--- config.mk ---
export PLATFORM = sky130hd
export DESIGN_NAME = gpio_irq_detect
export DESIGN_NICKNAME = d
export VERILOG_FILES = /design/src/rtl/gpio_irq_detect.sv
export SDC_FILE = /design/constraint.sdc
export NUM_CORES = 1
export LEC_CHECK = 0
export BUFFER_PORTS_ARGS = -buffer_cell sky130_fd_sc_hd__buf_2
export CORE_UTILIZATION = 42
export CTS_CLUSTER_SIZE = 10
export DETAILED_ROUTE_END_ITERATION = 7
export PLACE_DENSITY = 0.85
export SETUP_SLACK_MARGIN = 0.2
export SYNTH_ARGS = -nofsm -noshare
export SYNTH_HDL_FRONTEND = slang
export SYNTH_SLANG_ARGS = --single-unit
--- constraint.sdc ---
create_clock -name clk -period 2.57 [get_ports clk]
set_input_delay 0.3855 -clock clk [delete_from_list [all_inputs] [get_ports clk]]
set_output_delay 0.3855 -clock clk [all_outputs]
set_load 0.03 [all_outputs]
--- src/rtl/gpio_irq_detect.sv ---
module gpio_irq_detect #(
  parameter int PINS = 4
) (
  input  logic              clk,
  input  logic              rst_n,
  input  logic [PINS-1:0]   pin_lvl,
  input  logic [PINS-1:0]   irq_en,
  input  logic [PINS-1:0]   irq_unmask,
  input  logic [PINS-1:0]   lvl_trig,
  input  logic [2*PINS-1:0] act_sel,
  input  logic              clr_wr,
  input  logic [PINS-1:0]   clr_data,
  output logic [PINS-1:0]   pin_state,
  output logic [PINS-1:0]   int_sts,
  output logic [PINS-1:0]   irq_req
);
  logic [PINS-1:0] lvl_q;
  logic [PINS-1:0] sts_q;

  always_ff @(posedge clk) begin
    if (!rst_n) lvl_q <= '0;
    else        lvl_q <= pin_lvl;
  end

  for (genvar g = 0; g < PINS; g++) begin : g_pin
    logic [1:0] sel;
    logic rise, fall, edge_hit, lvl_hit;
    assign sel  = act_sel[2*g +: 2];
    assign rise = pin_lvl[g] & ~lvl_q[g];
    assign fall = ~pin_lvl[g] & lvl_q[g];
    assign edge_hit = irq_en[g] & ((sel == 2'b01 & rise) |
                                   (sel == 2'b00 & fall) |
                                   (sel == 2'b10 & (rise | fall)));
    assign lvl_hit  = irq_en[g] & ((sel == 2'b01 &  pin_lvl[g]) |
                                   (sel == 2'b00 & ~pin_lvl[g]));

    always_ff @(posedge clk) begin
      if (!rst_n)                    sts_q[g] <= 1'b0;
      else if (lvl_trig[g])          sts_q[g] <= lvl_hit;
      else if (edge_hit)             sts_q[g] <= 1'b1;
      else if (clr_wr & clr_data[g]) sts_q[g] <= 1'b0;
    end
  end

  assign pin_state = lvl_q;
  assign int_sts   = sts_q;
  assign irq_req   = sts_q & irq_en & irq_unmask;
endmodule

==> results list <==
- Endpoints failing setup: 0
* Crit end category: flip-flop
- After clock tree synthesis, the clock-pin slew on the worst setup and hold paths is 0.06 ns.
- The number of antenna diodes in the final layout is 0.
* Drt drc: 0
* Share of cell area taken by muxes after synthesis: 0
- Hold Crit Endpoint: int_sts[1]$_SDFFE_PN0P_
- The worst setup path is of the flip-flop to flip-flop kind.
* Cells taking the most area after synthesis: dfxtp_1, ha_1, xnor2_1
- Final critical-path setup slack: 1.253 ns
* Rel. slew slack: 0.7722
* Met2 GRT Util: 0.3934
- Highest clock frequency the design can meet: 759.2 MHz
- Compared with the post-synthesis result, the final layout area differs by 41.87%.
- Length in cells of the worst reg-to-reg path: 4
- Setup repair after global routing left no endpoint under its margin.
- Number of rows in the core area: 13
* Vias/cell: 5.155
- Largest net degree at the start of global routing: 9
* Overall fraction of global-route tracks in use: 0.2068
- The routed layout has 665 vias.
* Count of yosys warnings during synthesis: 0
- Of the post-synthesis cell area, the dominant cell type holds 0.2667.
- Port Buffers: 42
- The first global-routing pass estimated 2.180 mm of wire.
- Summed over all cells, the static leakage comes to 0.4531 nW.
- After synthesis, the largest family of logic cells by area is compound AO/OA/AOI/OAI gates.
- Boundary pin count: 43
- Slew of the pin with the lowest slew margin: 0.3408 ns
- Post-synthesis share of cell area spent on xor and xnor gates: 0.05833
- For this design, the CTS-stage hold fixing added 0 buffers.
- Pwr Total: 0.3275 mW
* Final ANT Viol Nets: 0
* Worst Skew: 0.0002266 ns
- Path class of the lowest-slack min-delay path: input pin to flip-flop
- After synthesis, the mean cell area works out to 8.704 um^2.
* Final total negative setup slack: 0 ns
* Worst hold path startpoint: lvl_trig[1]
- For the worst setup path, the data required time is 2.70 ns.
- The run finished with clean final reports.
* Via count of the first global-routing pass: 587
- Library cell with the highest instance count after synthesis: inv_1
* Share of the synthesized area in compound gates (AO/OA/AOI/OAI): 0.2500
- In the global route stage, met3 resource usage came out at 0.03409.
- Internal power comes to 0.2281 mW.
- Netlist area before placement: 600.6 um^2
- Flop-to-flop setup slack: 1.25 ns
- Max-cap violations in this run came to 0.
* Routed wire length per instance: 10.81 um
- Grt ovf: 0
* GR Layer Usage met1: 0.2102
- In this design, the stage delay of the slowest critical-path cell is 0.38 ns.
- Ratio of total power to cell area: 384.3 mW/mm^2
* Cell area after placement: 829.5 um^2
- The slowest stage of the critical path is the a2111oi_1 cell.
- For this run, the leading register cell type out of synthesis is dfxtp_1.
* Clock sinks: 8
- Once the clock tree was built, the resizer swapped 0 gates to a different size.
* Vert. Die Dim: 39.82 um
* Share of the clock period used by the worst path after layout: 0.5125
* Die extent in x: 39.82 um
- Gpl congestion: 0.6798
- Switching power: 0.09938 mW
- Of the total power, combinational logic draws 0.294.
* Adder-cell area share of the yosys netlist: 0.1667
- For this configuration, the core starts out at a cell density of 0.4558.
* Insertion delay of the later-clocked pin in the worst-skew pair: 0.25 ns
- Worst slack after detailed placement: 0.9898 ns
* Simple-gate area share of the yosys netlist: 0.2021
* Distinct cells, synth: 17
- The routed design has 1.394 mm of wire.
* Number of flops mapped to enable cells by yosys: 0
* Proportion of synthesized chip area in sequential cells: 0.2667
* Dominant cell type by area after synthesis: dfxtp_1
- Sequence of cells on the critical path: ha_1, o21ai_0, a21oi_1, a2111oi_1
* Clock root buffer: clkbuf_4
- Most congested layer reported by global routing: met2
- Cell area after layout: 852.1 um^2
* Startpoint kind of the worst setup timing path: flip-flop
- Total die area: 0.001585 mm^2
- The worst hold path passes through 2 cells.
- Arrival time reported for the critical path endpoint: 1.45 ns
* Maximum fanout encountered on the critical timing path: 3
- Level count of the clock H-tree: 1
- Initial antenna violation count: 0
- Across the VDD grid, the largest voltage drop is 0.1954 mV.
- Reg-to-Reg Start: pin_state[3]$_SDFF_PN0_
- Once the clock tree was built, the setup fixing pass inserted 0 buffers.
- The clock period could shrink to 1.317 ns.
* #FFs+latches synth: 8
- Most numerous cell types in the synthesized netlist: inv_1, dfxtp_1, ha_1
* Detailed Place HPWL: 1.233 mm
- Of the total power, the share spent switching nets is 0.3035.
* Fraction of power consumed by sequential logic: 0.411
- Counting flops with an async set or reset pin after synthesis yields a share of 0.
- Of the cells placed in the final design, the portion with a size suffix greater than 1 is 0.4123.
- Maximum root-to-sink buffer count: 2
- Max Transition Viols Final: 0
- Of the total power, the clock network draws 0.295.
- When the netlist entered floorplanning its net count stood at 108.
* Post-layout nets: 155
* Clock tree from TritonCTS: done
* CTS Buf Count: 3
* Cell count after synthesis: 69
* RR Endpoint: int_sts[3]$_SDFFE_PN0P_
- TritonRoute pass-1 iters: 2
- Core ar.: 0.001318 mm^2
- Final Hold Fails: 0
* Detailed Route Iter0 Violations: 3
## layer usage
metal | share of wire | up-vias
li1 | - | 339
met1 | 0.42 | 300
met2 | 0.53 | 26
met3 | 0.056 | 0
met4 | 0 | 0
met5 | 0 | -
## per-stage QoR
step           hold slack, ns    util  instances
4_1_cts                0.3292  0.6467        129
3_5_place_dp           0.6003  0.6296        126
2_1_floorplan          0.4814       -         69
6_report               0.3364  0.6467        129
5_1_grt                0.3422  0.6467        129
3_3_place_gp           0.5919  0.6296        126
## worst max-delay path by stage
| stage | from | end | cells after the start |
|---|---|---|---|
| 3_3_place_gp | pin_lvl[2] | int_sts[2]$_SDFFE_PN0P_ | 6 |
| 2_1_floorplan | pin_state[1]$_SDFF_PN0_ | int_sts[1]$_SDFFE_PN0P_ | 4 |
| 5_1_grt | pin_state[1]$_SDFF_PN0_ | int_sts[1]$_SDFFE_PN0P_ | 4 |
| 6_report | pin_state[3]$_SDFF_PN0_ | int_sts[3]$_SDFFE_PN0P_ | 4 |
| 4_1_cts | pin_state[3]$_SDFF_PN0_ | int_sts[3]$_SDFFE_PN0P_ | 4 |
| 3_5_place_dp | pin_lvl[3] | int_sts[3]$_SDFFE_PN0P_ | 6 |
## cells by family (layout without fill, tap and decap cells)
kind of cell	after synthesis	in the layout
flops	8	8
simple gates	20	20
xor+xnor	4	4
compound gates	20	20
buf+inv	9	54
fa+ha+maj	8	8
## placed cells by master, fill, tap and decap left out, drive strengths merged
cell,count
o21ai,4
nor2,4
xnor2,4
a21oi,4
nand3b,4
and3,4
buf,42
dfxtp,8
or3,4
ha,8
a211oi,4
clkbuf,3
a2111oi,4
a21boi,4
or2b,1
nand2b,3
inv,9
## power groups by stage
stage	Sequential (mW)	Clock [mW]	Combinational, mW
global placement	0.137	0	0.0936
CTS	0.135	0.103	0.0976
floorplan	0.149	0	0.0395
finish	0.135	0.0967	0.0962
global route	0.135	0.110	0.108
detailed placement	0.137	0	0.0972
## critical path, delay by kind of cell (launching register included)
kind	cells	cell delay, ns
AO/OA/AOI/OAI	3	0.61
adder cells (fa/ha/maj)	1	0.26
flip-flops	1	0.32
## layout make-up
cell class | instances | area, um^2
repair buffers | 42 | 210.2
clock buffers | 3 | 22.52
inverters | 9 | 33.78
fillers | 120 | 465.4
flip-flops and latches | 8 | 160.2
well taps | 15 | 18.77
multi-input cells | 52 | 406.6
## registers in the layout (all words and copies together) (netlist names)
register and cells:
int_sts 4, pin_state 4
(Power assumes the default switching activity.)
